$ cat src/rtl/uart_irq_pkg.sv
`timescale 1ns/1ps
package uart_irq_pkg;
  typedef enum logic [3:0] {
    IID_NONE    = 4'b0001,
    IID_TXEMPTY = 4'b0010,
    IID_RXDATA  = 4'b0100,
    IID_LINE    = 4'b0110
  } iid_e;

  localparam int ERR_TAG_W = 4;
endpackage

$ cat src/rtl/uart_occ_cnt.sv
`timescale 1ns/1ps
module uart_occ_cnt #(
  parameter int DEPTH = 16,
  localparam int CNT_W = $clog2(DEPTH + 1)
) (
  input  logic             clk,
  input  logic             rst,
  input  logic             clr,
  input  logic             push,
  input  logic             pop,
  output logic [CNT_W-1:0] count
);
  logic pop_ok, push_ok;

  assign pop_ok  = pop & (count != '0);
  assign push_ok = push & ((count != CNT_W'(DEPTH)) | pop_ok);

  always_ff @(posedge clk) begin
    if (rst || clr)
      count <= '0;
    else if (push_ok && !pop_ok)
      count <= count + 1'b1;
    else if (pop_ok && !push_ok)
      count <= count - 1'b1;
  end

  p_count_max_r1: assert property (@(posedge clk) disable iff (rst)
    count <= CNT_W'(DEPTH));

  p_clear_empties_r10: assert property (@(posedge clk) disable iff (rst)
    clr |=> (count == '0));
endmodule

$ cat src/rtl/uart_rx_tag_track.sv
`timescale 1ns/1ps
module uart_rx_tag_track #(
  parameter int DEPTH = 16,
  parameter int TAG_W = 4,
  localparam int CNT_W = $clog2(DEPTH + 1),
  localparam int PTR_W = (DEPTH > 1) ? $clog2(DEPTH) : 1
) (
  input  logic             clk,
  input  logic             rst,
  input  logic             clr,
  input  logic             push,
  input  logic [TAG_W-1:0] push_tag,
  input  logic             pop,
  input  logic [CNT_W-1:0] count,
  output logic [TAG_W-1:0] head_tag,
  output logic             any_err
);
  logic [TAG_W-1:0] tag_mem [DEPTH];
  logic [PTR_W-1:0] wr_ptr, rd_ptr;
  logic [CNT_W-1:0] err_cnt;
  logic             pop_ok, push_ok, inc, dec;
  logic [TAG_W-1:0] raw_head;

  function automatic logic [PTR_W-1:0] ptr_next(input logic [PTR_W-1:0] p);
    return (p == PTR_W'(DEPTH - 1)) ? '0 : p + 1'b1;
  endfunction

  assign pop_ok   = pop & (count != '0);
  assign push_ok  = push & ((count != CNT_W'(DEPTH)) | pop_ok);
  assign raw_head = tag_mem[rd_ptr];
  assign inc      = push_ok & (|push_tag);
  assign dec      = pop_ok & (|raw_head);

  // Tag storage: plain write port, no reset, so it maps onto RAM cells.
  always_ff @(posedge clk) begin
    if (push_ok && !clr)
      tag_mem[wr_ptr] <= push_tag;
  end

  always_ff @(posedge clk) begin
    if (rst || clr) begin
      wr_ptr  <= '0;
      rd_ptr  <= '0;
      err_cnt <= '0;
    end else begin
      if (push_ok) wr_ptr <= ptr_next(wr_ptr);
      if (pop_ok)  rd_ptr <= ptr_next(rd_ptr);
      if (inc && !dec)      err_cnt <= err_cnt + 1'b1;
      else if (dec && !inc) err_cnt <= err_cnt - 1'b1;
    end
  end

  assign head_tag = (count != '0) ? raw_head : '0;
  assign any_err  = (err_cnt != '0);

  p_err_within_count_r3: assert property (@(posedge clk) disable iff (rst)
    err_cnt <= count);

  p_head_tag_empty_r2: assert property (@(posedge clk) disable iff (rst)
    (count == '0) |-> (head_tag == '0) && !any_err);
endmodule

$ cat src/rtl/uart_irq_ctrl.sv
`timescale 1ns/1ps
module uart_irq_ctrl
  import uart_irq_pkg::*;
#(
  parameter int DEPTH = 16,
  parameter int TRIG0 = 1,
  parameter int TRIG1 = 4,
  parameter int TRIG2 = 8,
  parameter int TRIG3 = 14,
  localparam int CNT_W = $clog2(DEPTH + 1)
) (
  input  logic             clk,
  input  logic             rst,
  input  logic             fifo_en,
  input  logic [1:0]       trig_sel,
  input  logic [2:0]       ier,
  input  logic [CNT_W-1:0] rx_count,
  input  logic             rx_head_bad,
  input  logic [CNT_W-1:0] tx_count,
  input  logic             tx_push,
  input  logic             tx_pop,
  input  logic             tx_clr,
  input  logic             iir_rd,
  output logic             line_req,
  output logic             rx_data_req,
  output logic             tx_empty_req,
  output logic             irq,
  output logic [3:0]       iir
);
  logic [CNT_W-1:0] lvl;
  logic             tx_drain, tx_flag;
  iid_e             iid;

  always_comb begin
    if (!fifo_en) lvl = CNT_W'(1);
    else begin
      case (trig_sel)
        2'd0:    lvl = CNT_W'(TRIG0);
        2'd1:    lvl = CNT_W'(TRIG1);
        2'd2:    lvl = CNT_W'(TRIG2);
        default: lvl = CNT_W'(TRIG3);
      endcase
    end
  end

  assign rx_data_req = ier[0] & (rx_count >= lvl);
  assign line_req    = ier[2] & rx_head_bad;
  assign tx_drain    = tx_pop & (tx_count == CNT_W'(1)) & ~tx_push & ~tx_clr;

  always_ff @(posedge clk) begin
    if (rst)
      tx_flag <= 1'b0;
    else if (tx_drain && ier[1])
      tx_flag <= 1'b1;
    else if (tx_push || (iir_rd && iid == IID_TXEMPTY))
      tx_flag <= 1'b0;
  end

  assign tx_empty_req = tx_flag & ier[1];

  always_comb begin
    if (line_req)          iid = IID_LINE;
    else if (rx_data_req)  iid = IID_RXDATA;
    else if (tx_empty_req) iid = IID_TXEMPTY;
    else                   iid = IID_NONE;
  end

  assign iir = iid;
  assign irq = line_req | rx_data_req | tx_empty_req;

  p_iir_idle_r8: assert property (@(posedge clk) disable iff (rst)
    !irq |-> (iir == 4'b0001));

  p_polled_quiet_r9: assert property (@(posedge clk) disable iff (rst)
    (ier == 3'b000) |-> !irq);

  p_thr_wr_clears_r6: assert property (@(posedge clk) disable iff (rst)
    tx_push |=> !tx_empty_req);

  p_trig_rise_r5: assert property (@(posedge clk) disable iff (rst)
    ($rose(rx_data_req) && $stable(ier) && $stable(fifo_en) && $stable(trig_sel))
      |-> (rx_count == lvl));
endmodule

$ cat src/rtl/uart_irq_status.sv
`timescale 1ns/1ps
module uart_irq_status
  import uart_irq_pkg::*;
#(
  parameter int DEPTH = 16,
  parameter int TRIG0 = 1,
  parameter int TRIG1 = 4,
  parameter int TRIG2 = 8,
  parameter int TRIG3 = 14
) (
  input  logic                 clk,
  input  logic                 rst,
  input  logic                 fifo_en,
  input  logic [1:0]           rx_trig_sel,
  input  logic [2:0]           ier,
  input  logic                 rx_push,
  input  logic [ERR_TAG_W-1:0] rx_push_err,
  input  logic                 rx_pop,
  input  logic                 rx_fifo_clr,
  input  logic                 tx_push,
  input  logic                 tx_pop,
  input  logic                 tx_fifo_clr,
  input  logic                 tx_shift_idle,
  input  logic                 iir_rd,
  output logic [7:0]           lsr,
  output logic [3:0]           iir,
  output logic                 irq,
  output logic                 rx_data_req,
  output logic                 tx_empty_req
);
  localparam int CNT_W = $clog2(DEPTH + 1);

  logic [CNT_W-1:0]     rx_count, tx_count;
  logic [ERR_TAG_W-1:0] rx_head_tag;
  logic                 rx_any_err, line_req, tx_empty;

  uart_occ_cnt #(.DEPTH(DEPTH)) u_rx_cnt (
    .clk(clk), .rst(rst), .clr(rx_fifo_clr),
    .push(rx_push), .pop(rx_pop), .count(rx_count)
  );

  uart_occ_cnt #(.DEPTH(DEPTH)) u_tx_cnt (
    .clk(clk), .rst(rst), .clr(tx_fifo_clr),
    .push(tx_push), .pop(tx_pop), .count(tx_count)
  );

  uart_rx_tag_track #(.DEPTH(DEPTH), .TAG_W(ERR_TAG_W)) u_rx_tags (
    .clk(clk), .rst(rst), .clr(rx_fifo_clr),
    .push(rx_push), .push_tag(rx_push_err), .pop(rx_pop),
    .count(rx_count), .head_tag(rx_head_tag), .any_err(rx_any_err)
  );

  uart_irq_ctrl #(
    .DEPTH(DEPTH), .TRIG0(TRIG0), .TRIG1(TRIG1), .TRIG2(TRIG2), .TRIG3(TRIG3)
  ) u_irq (
    .clk(clk), .rst(rst), .fifo_en(fifo_en), .trig_sel(rx_trig_sel), .ier(ier),
    .rx_count(rx_count), .rx_head_bad(|rx_head_tag), .tx_count(tx_count),
    .tx_push(tx_push), .tx_pop(tx_pop), .tx_clr(tx_fifo_clr), .iir_rd(iir_rd),
    .line_req(line_req), .rx_data_req(rx_data_req), .tx_empty_req(tx_empty_req),
    .irq(irq), .iir(iir)
  );

  assign tx_empty = (tx_count == '0);
  assign lsr = {rx_any_err, tx_empty & tx_shift_idle, tx_empty,
                rx_head_tag, rx_count != '0};

  p_line_first_r7: assert property (@(posedge clk) disable iff (rst)
    line_req |-> (iir == 4'b0110) && irq);

  p_clr_status_r10: assert property (@(posedge clk) disable iff (rst)
    (rx_fifo_clr && tx_fifo_clr) |=> (lsr[0] == 1'b0) && (lsr[7] == 1'b0) && lsr[5]);
endmodule

$ cat config.mk
export PLATFORM = sky130hd
export DESIGN_NAME = uart_irq_status
export DESIGN_NICKNAME = d
export VERILOG_FILES = /design/src/rtl/uart_irq_pkg.sv /design/src/rtl/uart_occ_cnt.sv /design/src/rtl/uart_rx_tag_track.sv /design/src/rtl/uart_irq_ctrl.sv /design/src/rtl/uart_irq_status.sv
export SDC_FILE = /design/constraint.sdc
export NUM_CORES = 1
export LEC_CHECK = 0
export ABC_CLOCK_PERIOD_IN_PS = 3900
export BUFFER_PORTS_ARGS = -buffer_cell sky130_fd_sc_hd__clkbuf_2
export CAP_MARGIN = 20
export CORE_MARGIN = 10
export CORE_UTILIZATION = 28
export CTS_CLUSTER_DIAMETER = 120
export DETAILED_ROUTE_END_ITERATION = 7
export HOLD_SLACK_MARGIN = 0.1
export PLACE_DENSITY_LB_ADDON = 0.08
export SKIP_CTS_REPAIR_TIMING = 1
export SYNTH_ARGS = -nofsm -noshare
export SYNTH_HDL_FRONTEND = slang
export SYNTH_SLANG_ARGS = --single-unit
export TNS_END_PERCENT = 10
$ cat constraint.sdc
create_clock -name clk -period 3.9 [get_ports clk]
set_input_delay 0.585 -clock clk [delete_from_list [all_inputs] [get_ports clk]]
set_output_delay 0.585 -clock clk [all_outputs]
set_load 0.1 [all_outputs]
==> results of run 1 <==
state kept, by name (all words and copies together), names as in the netlist, named ones only:
name,count
u_irq.tx_flag,1
u_rx_tags.tag_mem,64
u_rx_cnt.count,5
u_tx_cnt.count,5
u_rx_tags.rd_ptr,4
u_rx_tags.wr_ptr,4
u_rx_tags.err_cnt,5
stage by stage:
step	instances	TNS, ns	power, mW
after floorplan	341	-0.0187	1.90
after global placement	555	0	2.09
after detailed placement	555	0	2.09
after CTS	571	0	2.90
after global routing	571	0	3.00
final	571	0	2.86
layer usage:
layer | global-route usage, % | vias up | wire length, um
met5 | 0 | - | 0
met3 | 3.08 | 8 | 294
met2 | 16.0 | 22 | 4770
met1 | 12.5 | 1272 | 4610
li1 | - | 1323 | -
met4 | 2.61 | 0 | 103
worst paths after layout:
path,start,endpoint,slack [ns],cells past startpoint
min reg2reg,u_rx_tags.err_cnt[4],u_rx_tags.err_cnt[4],0.49,2
max,flop,u_rx_tags.err_cnt[4],0.25,13
min,u_rx_tags.err_cnt[4],u_rx_tags.err_cnt[4],0.49,2
max reg2reg,flop,u_rx_tags.err_cnt[4],0.25,13
worst reg2reg max path, delay by kind of cell (launching register included):
kind	cells	cell delay [ns]
AO/OA/AOI/OAI	5	1.10
adder cells (fa/ha/maj)	2	0.67
multiplexers	1	0.59
AND/OR/NAND/NOR	2	0.48
flip-flops	1	0.35
buffers and inverters	2	0.29
XOR/XNOR	1	0.09
Yosys cell counts (all sizes together), types with 4 or more instances:
| master | instances | area, um^2 |
|---|---|---|
| edfxtp | 64 | 1920 |
| nor2 | 45 | 169 |
| dfxtp | 28 | 561 |
| a21oi | 21 | 105 |
| ha | 21 | 263 |
| nand2 | 17 | 63.8 |
| mux4 | 16 | 387 |
| inv | 15 | 56.3 |
| nand3 | 10 | 55.1 |
| o21ai | 9 | 48.8 |
| and2 | 8 | 50.1 |
| xnor2 | 8 | 70.1 |
| clkbuf | 7 | 26.3 |
| nand2b | 7 | 43.8 |
| xor2 | 7 | 61.3 |
| a21o | 6 | 45.0 |
| buf | 6 | 57.6 |
| nor3 | 6 | 30.0 |
| nor2b | 5 | 31.3 |
| or3 | 5 | 31.3 |
| a22oi | 4 | 35.0 |
| or2 | 4 | 25.0 |
power by group through the flow:
stage / Combinational [mW] / Sequential (mW) / Clock [mW]
CTS: 0.966 / 1.11 / 0.825
global route: 1.02 / 1.11 / 0.863
finish: 0.952 / 1.11 / 0.797
global placement: 0.962 / 1.13 / 0
floorplan: 0.779 / 1.12 / 0
detailed placement: 0.962 / 1.13 / 0
final cells by class:
cell class	count	area, um^2
timing repair buffer	39	253
fill	1520	10100
clock inverter	5	35.0
inverter	15	56.3
multi-input combinational	221	1760
tap	188	235
sequential	92	2480
clock buffer	11	233
logic make-up (layout without fill, tap and decap cells):
logic type / after synthesis / count (layout)
AO/OA/AOI/OAI: 48 / 48
XOR/XNOR: 15 / 15
adder cells (fa/ha/maj): 23 / 23
buffers and inverters: 28 / 70
flip-flops: 92 / 92
multiplexers: 19 / 19
other: 1 / 1
AND/OR/NAND/NOR: 115 / 115
==> impl_results.md, run 1 <==
* Required time worst endpoint at 4.16 ns
* Max-Cap Viols at 0
* Sequential area share after synthesis at 57.2%
* Worst path max stage delay at 0.58 ns
* 1st-iter DRT viols at 131
* Commonest non-fill, non-tap cell in the layout: edfxtp_1
* Die ar. at 0.0209 mm^2
* CP Data Arrival Time at 3.92 ns
* WS Path Type: reg -> reg
* Drt drc at 0
* DP Worst Slack at 0.0375 ns
* IO Pins at 35
* Sw Pwr at 1.06 mW
* Minimum hold slack at 0.495 ns
* Adder-cell share of the synthesized area at 6.97%
* Final clock skew at 0.00903 ns
* Overall Global Routing Usage at 9.88%
* CTS root buf: clkbuf_16
* Number of H-tree levels at 3
* Placer Congestion at 0.747
* RSZ-0062 raised after global routing: no
* Final Instance Area at 0.00505 mm^2
* Cell variety after synth at 48
* Area grow syn2layout at 16.4%
* Period minus WS final at 3.65 ns
* GR Overflow Total at 0
* Sw frac at 37.2%
* Final setup viols at 0
* Top FF cell, synth: edfxtp_1
* Chip height at 145 um
* Crit path max fanout at 16
* Rows at 45
* Layout Utilization at 33.3%
* X dimension of the die at 145 um
* Cell Area, Synth at 0.00434 mm^2
* First-pass GRT wire length at 15.5 mm
* Rel. slew slack at 54.0%
* Gate Count Post-Synth at 341
* Final WL at 9.78 mm
* Synth Area in XOR/XNOR at 3.03%
* Final ANT Viol Nets at 0
* CTS tree: done
* FFs w/ async S/R, synth at 0%
* Final Max Tran Viols at 0
* Final Hold Fails at 0
* Fin nets at 421
* Simple-Gate Fraction of Synth Area at 12.8%
* Initial Util at 28.6%
* Sequential power share at 38.8%
* Fmax at 0.274 GHz
* Most frequent cells in the layout: 64 x edfxtp_1, 45 x nor2_1, 31 x clkbuf_2, 27 x dfxtp_1
* CP top delay family: compound AO/OA/AOI/OAI gates
* PwrDens at 565 mW/mm^2
* TritonRoute pass-1 iters at 6
* Int Power at 1.79 mW
* Core area at 0.0152 mm^2
* Post-synthesis register bit count at 92
* Final WS setup at 0.246 ns
* Average size of a mapped cell at 12.7 um^2
* Net Count, Synth at 384
* Clk network pwr share at 27.9%
* Layout cells sized above 1 at 18.8%
* IO Port Bufs at 33
* Slowest CP cell: mux4_1
* Vias at 2,625
* Buf+Inv Stages, Crit Path at 2
* Tcrit/Tclk final at 93.7%
* Crit end category: flop
* HPWL after DPL at 7.39 mm
* Yosys warnings at 0
* Clock Tree Buf Depth at 2
* Worst-path clk slew at 0.06 ns
* Vias in the first global route at 2,769
* CP Cell Sequence: buf_12 > mux4_1 > a22oi_2 > nand3_2 > o41ai_2 > ha_1 > inv_1 > fa_1 > a21o_1 > a21oi_1 > xnor2_1 > or3_1 > a21oi_1
* Vias per cell at 4.60
* Worst-Skew Late Latency at 0.34 ns
* Most common cell on crit path: a21oi_1
* Number of clock sinks at 92
* Largest family of logic cells by synthesized area: simple AND/OR/NAND/NOR gates
* Leak at 1.82 nW
* Initial antenna violation count at 0
* Cell Area, Placed at 0.00478 mm^2
* Hold Crit Class: reg -> reg
* Largest net degree at the start of global routing at 19
* Peak VDD IR at 274 uV
* # diodes at 0
* Compound-Gate Fraction of Synth Area at 7.12%
* Cts bufs inserted at 9
* Multiplexer share of the synthesized area at 9.59%
* Worst-margin pin slew at 0.690 ns
* Comb power frac at 33.3%
* Outcome: completed
* WL/cell at 17.1 um
* Post-synth EDFFs at 64
* CP startpoint kind: flop
Note: power is estimated with default switching activity, not from simulation.
==> inputs of run 2 (changes only) <==
- CORE_UTILIZATION: 28 -> 59
- SETUP_SLACK_MARGIN: default -> 0.4
- SLEW_MARGIN: default -> 20
==> run 2 against run 1 <==
Combinational power down 1%; clock skew rose by 0.0045 ns; via count rose by 2.1%; design area down 1.7%; sequential power barely moved; die area decreased by 46%; highest routed layer unchanged; core utilization rose by 36 points; first-iteration DRC count fell by 24%; critical path depth shrank 5.
==> impl_results.md, run 2 (synthesis results as in run 1) <==
* Commonest non-fill, non-tap cell in the layout: edfxtp_1
* Worst-margin pin slew at 0.663 ns (-0.0271 ns)
* WS Path Type: reg -> out
* Number of clock sinks at 92 (unchanged)
* Final WS setup at 0.394 ns (+0.148 ns)
* WL/cell at 17.6 um (+3.0%)
* Rel. slew slack at 55.8% (+1.8 points)
* Vias in the first global route at 2,758 (-0.40%)
* Initial Util at 60.2% (+32 points)
* Final ANT Viol Nets at 0 (unchanged)
* CP Data Arrival Time at 2.92 ns (-1.00 ns)
* Fin nets at 420 (-0.24%)
* Fmax at 0.285 GHz (+4.2%)
* IO Port Bufs at 33 (unchanged)
* Area grow syn2layout at 14.5%
* CP top delay family: compound AO/OA/AOI/OAI gates
* Vias at 2,680 (+2.1%)
* Minimum hold slack at 0.480 ns (-0.0146 ns)
* Layout Utilization at 68.9% (+36 points)
* Hold_sp: tx_fifo_clr
* Worst-path clk slew at 0.09 ns (+0.03 ns)
* Final Hold Fails at 0 (unchanged)
* Number of H-tree levels at 3 (unchanged)
* Tcrit/Tclk final at 89.9% (-3.8 points)
* Period minus WS final at 3.51 ns (-0.148 ns)
* Required time worst endpoint at 3.31 ns (-0.85 ns)
* CTS tree: done
* IO Pins at 35 (unchanged)
* Layout cells sized above 1 at 23.0% (+4.2 points)
* 1st-iter DRT viols at 99 (-24%)
* PwrDens at 554 mW/mm^2 (-1.9%)
* GR Overflow Total at 0 (unchanged)
* TritonRoute pass-1 iters at 4 (-2)
* HPWL after DPL at 6.09 mm (-18%)
* Buf+Inv Stages, Crit Path at 2 (unchanged)
* Largest net degree at the start of global routing at 19 (unchanged)
* Slowest CP cell: mux4_2
* # diodes at 0 (unchanged)
* Post-layout power at 2.76 mW (-3.5%)
* CP startpoint kind: flop
* Placer Congestion at 0.798 (+6.9%)
* Final clock skew at 0.0135 ns (+0.00451 ns)
* Outcome: completed
* Leak at 1.81 nW (-0.84%)
* Worst path max stage delay at 0.51 ns (-0.07 ns)
* Reg with most FFs: u_rx_tags.tag_mem
* Overall Global Routing Usage at 15.6% (+5.7 points)
* Rows at 31 (-31%)
* DP Worst Slack at -0.0208 ns (-0.0582 ns)
* Final Max Tran Viols at 0 (unchanged)
* WHS Endpoint: u_tx_cnt.count[3]
* Cts bufs inserted at 9 (unchanged)
* Most frequent cells in the layout: 64 x edfxtp_1, 45 x nor2_1, 31 x clkbuf_2, 25 x dfxtp_1, 20 x a21oi_1
* Largest register FFs at 64 (unchanged)
* Drt drc at 0 (unchanged)
* Reg2Reg Depth at 13 (unchanged)
* Hold-critical path depth at 2 (unchanged)
* Final setup viols at 0 (unchanged)
* Core area at 0.00721 mm^2 (-53%)
* Vias per cell at 5.57 (+21%)
* CTS root buf: clkbuf_8
* Clock Tree Buf Depth at 2 (unchanged)
* Die ar. at 0.0112 mm^2 (-46%)
* RSZ-0062 raised after global routing: yes
* Initial antenna violation count at 0 (unchanged)
* First-pass GRT wire length at 13.8 mm (-11%)
* Hold Crit Class: in -> reg
* Chip height at 106 um (-27%)
* R2R Setup Slk at 0.43 ns (+0.18 ns)
* CP Cell Sequence: buf_12 > mux4_2 > a22oi_2 > nand3_4 > o41ai_4 > o21ai_4 > or2_1 > buf_2
* RR Endpoint: u_rx_tags.err_cnt[4]
* Crit path max fanout at 7 (-9)
* Final WL at 8.49 mm (-13%)
* Worst-Skew Late Latency at 0.36 ns (+0.02 ns)
* Peak VDD IR at 271 uV (-1.0%)
* X dimension of the die at 106 um (-27%)
* Crit end category: output pin
* Max-Cap Viols at 0 (unchanged)
==> run 2: final cells by class <==
class                           count  area, um^2
Timing Repair Buffer               38         251
Fill cell                         552        2240
Sequential cell                    92        2490
Tap cell                           99         124
Clock buffer                       10         128
Clock inverter                      6        93.8
Multi-Input combinational cell    221        1830
Inverter                           15        56.3
==> run 2: how the worst max path moves through the flow <==
stage,to,slack [ns],cells past startpoint
3_5_place_dp,u_rx_tags.err_cnt[4],-0.02,13
5_1_grt,irq,0.28,8
2_1_floorplan,iir[0],-0.02,8
3_3_place_gp,u_rx_tags.err_cnt[4],0.06,13
6_report,irq,0.39,8
4_1_cts,u_rx_tags.err_cnt[4],-0.05,13
==> run 2: power breakdown <==
group	switching, mW	internal [mW]
logic	0.660	0.281
clock network	0.340	0.367
registers	0.0372	1.07
total	1.04	1.72
==> run 2: metrics by stage <==
| stage | instances | cell area, um^2 | TNS, ns |
|---|---|---|---|
| floorplan | 341 | 4380 | -0.0187 |
| global placement | 461 | 4610 | 0 |
| detailed placement | 461 | 4610 | -0.0208 |
| CTS | 477 | 4840 | -0.0462 |
| global route | 481 | 4970 | 0 |
| finish | 481 | 4970 | 0 |
==> run 2: per-layer routing <==
layer / global-route usage (%) / share of wire [%] / vias up
met1: 18.7 / 43 / 1289
met4: 6.29 / 1.4 / 0
met3: 4.08 / 4.7 / 11
met2: 26.0 / 51 / 61
li1: - / - / 1319
met5: 0 / 0 / -
